$ cat src/rtl/therm_enc_pkg.sv
package therm_enc_pkg;

   typedef enum logic {
      OUT_COMB = 1'b0,
      OUT_REG  = 1'b1
   } out_mode_e;

   function automatic logic maj3(input logic a, input logic b, input logic c);
      return (a & b) | (a & c) | (b & c);
   endfunction

endpackage

$ cat src/rtl/therm_bubble_vote.sv
module therm_bubble_vote #(
   parameter int TAPS = 15
) (
   input  logic [TAPS-1:0] raw_i,
   output logic [TAPS-1:0] fixed_o
);
   import therm_enc_pkg::*;

   // padded[0] is the constant-1 floor, padded[TAPS+1] the constant-0 ceiling
   logic [TAPS+1:0] padded;
   assign padded = {1'b0, raw_i, 1'b1};

   for (genvar k = 0; k < TAPS; k++) begin : g_vote
      assign fixed_o[k] = maj3(padded[k], padded[k+1], padded[k+2]);
   end
endmodule

$ cat src/rtl/therm_edge_find.sv
module therm_edge_find #(
   parameter int TAPS = 15
) (
   input  logic [TAPS-1:0] level_i,
   output logic [TAPS:0]   edge_o
);
   // ext[j] = 1 when at least j taps are asserted; ext[0] is always true
   logic [TAPS:0]   ext;
   logic [TAPS+1:0] any_above;

   assign ext = {level_i, 1'b1};
   assign any_above[TAPS+1] = 1'b0;

   for (genvar j = TAPS; j >= 0; j--) begin : g_chain
      assign any_above[j] = ext[j] | any_above[j+1];
      assign edge_o[j]    = ext[j] & ~any_above[j+1];
   end
endmodule

$ cat src/rtl/therm_or_encode.sv
module therm_or_encode #(
   parameter int CW = 4
) (
   input  logic [(1<<CW)-1:0] onehot_i,
   output logic [CW-1:0]      bin_o
);
   localparam int LINES = 1 << CW;

   for (genvar b = 0; b < CW; b++) begin : g_bit
      logic [LINES-1:0] sel;
      for (genvar j = 0; j < LINES; j++) begin : g_line
         assign sel[j] = ((j >> b) & 1) != 0 ? onehot_i[j] : 1'b0;
      end
      assign bin_o[b] = |sel;
   end
endmodule

$ cat src/rtl/therm_flash_encoder.sv
module therm_flash_encoder #(
   parameter int                       NBITS    = 4,
   parameter therm_enc_pkg::out_mode_e OUT_MODE = therm_enc_pkg::OUT_REG
) (
   input  logic                    clk,
   input  logic                    rst_n,
   input  logic [(1<<NBITS)-2:0]   therm_in,
   input  logic                    sample_valid,
   output logic [NBITS-1:0]        code_out,
   output logic                    code_valid,
   output logic                    bubble_err
);
   import therm_enc_pkg::*;

   localparam int TAPS = (1 << NBITS) - 1;
   localparam logic [NBITS-1:0] CODE_MAX = NBITS'(TAPS);

   if (NBITS < 2 || NBITS > 10) begin : g_bad_width
      $error("therm_flash_encoder: NBITS must lie in 2..10");
   end

   logic [TAPS-1:0] voted;
   logic [TAPS:0]   top_edge;
   logic [NBITS-1:0] code_c;
   logic            err_c;

   therm_bubble_vote #(.TAPS(TAPS)) u_vote (
      .raw_i   (therm_in),
      .fixed_o (voted)
   );

   therm_edge_find #(.TAPS(TAPS)) u_edge (
      .level_i (voted),
      .edge_o  (top_edge)
   );

   therm_or_encode #(.CW(NBITS)) u_enc (
      .onehot_i (top_edge),
      .bin_o    (code_c)
   );

   // a 0 sitting directly under a 1 means the vote left a broken pattern
   assign err_c = |(~voted[TAPS-2:0] & voted[TAPS-1:1]);

   if (OUT_MODE == OUT_REG) begin : g_reg
      always_ff @(posedge clk or negedge rst_n) begin
         if (!rst_n) begin
            code_out   <= '0;
            code_valid <= 1'b0;
            bubble_err <= 1'b0;
         end else begin
            code_out   <= code_c;
            code_valid <= sample_valid;
            bubble_err <= err_c;
         end
      end

      AST_VALID_PIPE: assert property (@(posedge clk) disable iff (!rst_n)
         sample_valid |=> code_valid) else $error("valid not carried");
      AST_IDLE_PIPE: assert property (@(posedge clk) disable iff (!rst_n)
         !sample_valid |=> !code_valid) else $error("valid spurious");
      AST_FULL_SCALE: assert property (@(posedge clk) disable iff (!rst_n)
         (&therm_in) |=> (code_out == CODE_MAX && !bubble_err)) else $error("full scale");
      AST_EMPTY_SCALE: assert property (@(posedge clk) disable iff (!rst_n)
         (therm_in == '0) |=> (code_out == '0 && !bubble_err)) else $error("zero scale");
      AST_TOP_LONE: assert property (@(posedge clk) disable iff (!rst_n)
         (therm_in == {1'b1, {(TAPS-1){1'b0}}}) |=> (code_out == '0)) else $error("top lone");
      AST_ERR_CODE_MIN: assert property (@(posedge clk) disable iff (!rst_n)
         bubble_err |-> (code_out >= NBITS'(2))) else $error("err with low code");
   end else begin : g_comb
      assign code_out   = rst_n ? code_c : '0;
      assign code_valid = rst_n ? sample_valid : 1'b0;
      assign bubble_err = rst_n ? err_c : 1'b0;

      AST_FULL_SCALE: assert property (@(posedge clk) disable iff (!rst_n)
         (&therm_in) |-> (code_out == CODE_MAX)) else $error("full scale");
   end

   AST_EDGE_ONEHOT: assert property (@(posedge clk) disable iff (!rst_n)
      $onehot(top_edge)) else $error("edge not one-hot");
endmodule

$ cat config.mk
export PLATFORM = sky130hd
export DESIGN_NAME = therm_flash_encoder
export DESIGN_NICKNAME = d
export VERILOG_FILES = /design/src/rtl/therm_enc_pkg.sv /design/src/rtl/therm_bubble_vote.sv /design/src/rtl/therm_edge_find.sv /design/src/rtl/therm_or_encode.sv /design/src/rtl/therm_flash_encoder.sv
export SDC_FILE = /design/constraint.sdc
export NUM_CORES = 1
export LEC_CHECK = 0
export CAP_MARGIN = 20
export CORE_UTILIZATION = 49
export CTS_CLUSTER_DIAMETER = 120
export CTS_CLUSTER_SIZE = 12
export DETAILED_ROUTE_END_ITERATION = 12
export PLACE_DENSITY = 0.84
export SETUP_SLACK_MARGIN = 0.02
export SLEW_MARGIN = 30
export SYNTH_ARGS = -nofsm -noshare
export SYNTH_HDL_FRONTEND = slang
export SYNTH_SLANG_ARGS = --single-unit
$ cat constraint.sdc
create_clock -name clk -period 0.9 [get_ports clk]
set_input_delay 0.225 -clock clk [delete_from_list [all_inputs] [get_ports clk]]
set_output_delay 0.225 -clock clk [all_outputs]
set_load 0.03 [all_outputs]
# Word-level counts from Yosys, hierarchy flattened
# Cells that the tools add are included.
dict set report word_totals {
  out_inout_bits 6
  register_bits 6
  input_bits 18
}
dict set report classes {
  n_reduce_logical 5
  bitwise_logic 98
}
# operator n
set op_table {}
lappend op_table {{1-bit bitwise AND} 41}
lappend op_table {{1-bit bitwise OR} 41}
lappend op_table {{8-bit OR reduction} 4}
lappend op_table {{14-bit bitwise AND} 1}
lappend op_table {{1-bit NOT} 14}
lappend op_table {{14-bit NOT} 1}
lappend op_table {{14-bit OR reduction} 1}

# Logic depth before layout (Yosys ltp)
dict set report depth {
  word_depth 19
  depth_mapped 5
  ltp_nobuf 4
}

# Cells and area by module
# A second synthesis with hierarchy kept.
dict set report unflattened {
  cells_unflattened 80
  hier_area_um2 733.2
}
# mod area_per_inst_um2 n_inst seq_area_each_um2 cells_each
set modules_own_cells {}
lappend modules_own_cells {therm_edge_find 267.8 1 0.0 32}
lappend modules_own_cells {therm_flash_encoder 241.5 1 150.1 22}
lappend modules_own_cells {therm_bubble_vote 158.9 1 0.0 15}
lappend modules_own_cells {therm_or_encode 65.1 1 0.0 11}

# Worst setup path before layout
# No wires, ideal clock.
dict set report synth_path {
  path_kind {input port to flip-flop}
  startpoint {input therm_in[2]}
  endpoint {register code_out[0]}
  path_stages 5
  slack_ns -0.370
  required_ns 0.813
  arrival_ns 1.183
  path_cell_list {buf_6 or4_4 o211ai_2 a221oi_2 o211ai_1}
}
dict set report synth_via {
  elab_chain_cells 9
  elab_cells_between_ends 18
}
# item line_no
set synth_rtl {}
lappend synth_rtl {{start: declaration} therm_flash_encoder.sv:7} ;# input logic [(1<<NBITS)-2:0] therm_in,
lappend synth_rtl {{1-bit bitwise AND} therm_enc_pkg.sv:9} ;# return (a & b) | (a & c) | (b & c);
lappend synth_rtl {{1-bit bitwise OR (2 in a row)} therm_enc_pkg.sv:9}
lappend synth_rtl {{1-bit bitwise OR (3 in a row)} therm_edge_find.sv:15} ;# assign any_above[j] = ext[j] | any_above[j+1];
lappend synth_rtl {{1-bit NOT} therm_edge_find.sv:16} ;# assign edge_o[j] = ext[j] & ~any_above[j+1];
lappend synth_rtl {{1-bit bitwise AND} therm_edge_find.sv:16}
lappend synth_rtl {{8-bit OR reduction *} therm_or_encode.sv:14} ;# assign bin_o[b] = |sel;
lappend synth_rtl {{via code_c[0]} therm_flash_encoder.sv:24} ;# logic [NBITS-1:0] code_c;
lappend synth_rtl {{end signal: assignment} therm_flash_encoder.sv:52} ;# code_out <= code_c;
lappend synth_rtl {{end: declaration} therm_flash_encoder.sv:9} ;# output logic [NBITS-1:0] code_out,
# Mark *: on every way through the listed nets, which the timed path passes. The rest lies on a longest branch.

# Worst setup path after layout
dict set report layout_path {
  startpoint {input therm_in[5]}
  endpoint {register code_out[0]}
}
dict set report layout_via {
  elab_chain_cells 12
  elab_cells_between_ends 24
}
# item line_no
set layout_rtl {}
lappend layout_rtl {{1-bit bitwise AND} therm_enc_pkg.sv:9}
lappend layout_rtl {{1-bit bitwise OR (2 in a row)} therm_enc_pkg.sv:9}
lappend layout_rtl {{1-bit bitwise OR (6 in a row)} therm_edge_find.sv:15}
lappend layout_rtl {{1-bit NOT} therm_edge_find.sv:16}
lappend layout_rtl {{1-bit bitwise AND} therm_edge_find.sv:16}
lappend layout_rtl {{8-bit OR reduction *} therm_or_encode.sv:14}
lappend layout_rtl {{via code_c[0]} therm_flash_encoder.sv:24}
# Marks and branches as above.

==> out/metrics.yaml <==
status:
  status: "complete, but fails checks"
  violations: "negative setup slack"
placement:
  port_buffers: 23
  gp_congestion: 0.841
  dp_slack_ps: -946
  dpl.hpwl_um: 1660
floorplanning:
  dieWidth_um: 41.1
  die_y_um: 41.1
  initial_core_util: 0.549
  die-area_um2: 1690
  fp-row-count: 13
  ioPinCount: 24
  core_area_um2: 1370
drt:
  drtPass1Iterations: 6
  drcViolationCount: 0
  vias: 1060
  wl_um: 3210
  vias_per_cell: 6.93
  avgRoutedWirePerCell_um: 21.0
  ant_nets: 0
  first_iter_violations: 101
synth:
  synth_edf_count: 0
  synth_cell_types: 40
  yosys.area.top_type: "dfrtp_1"
  synth_most_common_cell: "o21ai_0"
  synthCells: 93
  async_reset_ff_frac: 1.00
  syn_nets: 111
  synthFlopType: "dfrtp_1"
  yosys_register_bits: 6
  ys_top_cells_by_area: "dfrtp_1 (20%), nand2b_1 (5.8%), xnor2_1 (5.8%), o21ai_0 (5.3%), buf_6 (4.5%)"
  synth-seq-area-share: 0.200
  netlist_area_um2: 751
  yosysTopAreaCellShare: 0.200
  syn_avg_cell_area_um2: 8.07
  ys_warn_count: 0
  synth_common_cells: "o21ai_0 (8), nand2_1 (7), nand2b_1 (7), nor2_1 (7), dfrtp_1 (6)"
setup_path:
  startpoint: "therm_in[5]"
  worstSetupPathType: "input port to flip-flop"
  worstPathMaxFanout: 3
  crit_end: "code_out[0]"
  critPathLaunchType: "input port"
  crit_arrival_ps: 1320
  cp.required_ps: 1050
  end_kind: "flip-flop"
sta:
  final.min_clock_period_ps: 1170
  fmax_mhz: 857
  post-route-period-util: 1.30
  maxSlewViolCount: 0
  worst_pin_slew_ps: 356
  maxSlewHeadroom: 0.762
  rsz0062_at_grt: "yes"
  finalHoldViolCount: 0
  setup_slack_ps: -267
  finalSetupViolCount: 11
power_and_ir_drop:
  ir_drop_v: 0.000738
  power_w: 0.00125
  power_density_nw_per_um2: 974
  p_leak_nw: 0.557
global_routing:
  grt_pass1_wl_um: 3490
  grt_overflow: 0
  grt_use_total: 0.323
  antenna_found_initial: 0
  grt_pass1_vias: 807
  grt_max_degree: 10
cts:
  cts_root_buf: "clkbuf_4"
  cts_buffers: 3
  cts_tree: "built"
  clock_path_buffers: 2
  clkTransAtPathRegs_ps: 50
  clock-sinks: 6
  cts_max_level: 1
  ctsHoldBuffers: 0
final_layout:
  fin_nets: 158
  n_fill_cell: 44
  final_layout_size_suffix_gt1_frac: 0.529
  synthToLayoutAreaGrowth_pct: 71.2
  n_antenna_cell: 0
run:
  maxCapViolations: 0
hold_path:
  hp-class: "input port to asynchronous set/reset pin"
==> logic make-up (layout without fill, tap and decap cells) <==
kind of cell,Yosys count,after routing,share of synthesized area
AND/OR/NAND/NOR,31,31,0.228
AO/OA/AOI/OAI,34,34,0.342
adder cells (fa/ha/maj),2,2,0.0267
buffers and inverters,13,58,0.117
XOR/XNOR,5,5,0.0583
flip-flops,6,6,0.200
multiplexers,2,2,0.0283
==> critical path, stage by stage <==
cell and delay, ps:
buf_8 100, or4_4 550, o211ai_4 130, a221oi_2 100, o211ai_1 210
==> cell usage in the layout, fill, tap and decap left out, types with 2 or more instances in the layout <==
cell             Yosys  layout
o21ai_0              8       6
nand2b_1             7       7
buf_6                3      18
o211ai_1             2       2
clkdlybuf4s50_1      0       2
nand2_1              7       7
nor2_1               7       6
maj3_1               2       2
dfrtp_1              6       6
o22ai_2              0       2
a221oi_2             1       2
xnor2_2              0       4
buf_2                4       5
or4_4                1       2
nand3b_1             2       2
buf_8                0       3
o2bb2ai_1            2       2
clkbuf_4             0       3
buf_4                3      24
inv_1                2       2
nand4_1              3       3
a21oi_1              3       3
==> area by class of cell <==
cell class | instances | area [um^2] | area share
sequential | 6 | 150 | 0.117
tap | 15 | 18.8 | 0.0146
multi-input combinational | 74 | 603 | 0.469
inverter | 2 | 7.51 | 0.00584
timing repair buffer | 53 | 483 | 0.376
clock buffer | 3 | 22.5 | 0.0175
==> power by group <==
group / internal, W / total (W) / switching (W)
Clock: 0.000152 / 0.000269 / 0.000117
Sequential: 0.000294 / 0.000307 / 0.0000134
Combinational: 0.000339 / 0.000674 / 0.000336
Total: 0.000785 / 0.00125 / 0.000466
==> through the flow <==
stage          cells  TNS, ps  utilization  hold slack, ps  cell area [um^2]
3_3_place_gp     148    -4160        0.828             477              1130
3_5_place_dp     148    -4350        0.828             487              1130
6_report         153    -1620        0.940             215              1280
5_1_grt          153    -1800        0.940             225              1280
2_1_floorplan     93     -978            -           -70.6               795
4_1_cts          153    -1230        0.913             208              1250
==> routing by layer <==
metal / global-route usage / vias to the layer above / wire [um] / part of all wire
met3: 0.0652 / 32 / 388 / 0.12
met5: 0 / - / 0 / 0
li1: - / 445 / - / -
met4: 0.0726 / 0 / 191 / 0.059
met2: 0.563 / 107 / 1490 / 0.46
met1: 0.404 / 476 / 1140 / 0.36
==> how the worst min path moves through the flow <==
stage,slack [ps],depth (start not counted),to,from
2_1_floorplan,-70,0,bubble_err,rst_n
3_3_place_gp,480,1,code_valid,rst_n
3_5_place_dp,490,1,bubble_err,rst_n
4_1_cts,210,1,code_valid,rst_n
5_1_grt,220,1,bubble_err,rst_n
6_report,220,1,code_valid,rst_n
==> what timing repair did <==
| item | CTS | global route |
|---|---|---|
| setup buffers | 2 | 0 |
| setup endpoints to repair | 11 | 11 |
| pin swaps | 17 | 11 |
| gates resized for setup | 92 | 14 |
==> sequential cells by signal, summed over array words and instances, names as in the netlist <==
| register | flops |
|---|---|
| bubble_err | 1 |
| code_out | 4 |
| code_valid | 1 |
No activity file was read; power rests on OpenSTA's default activity.
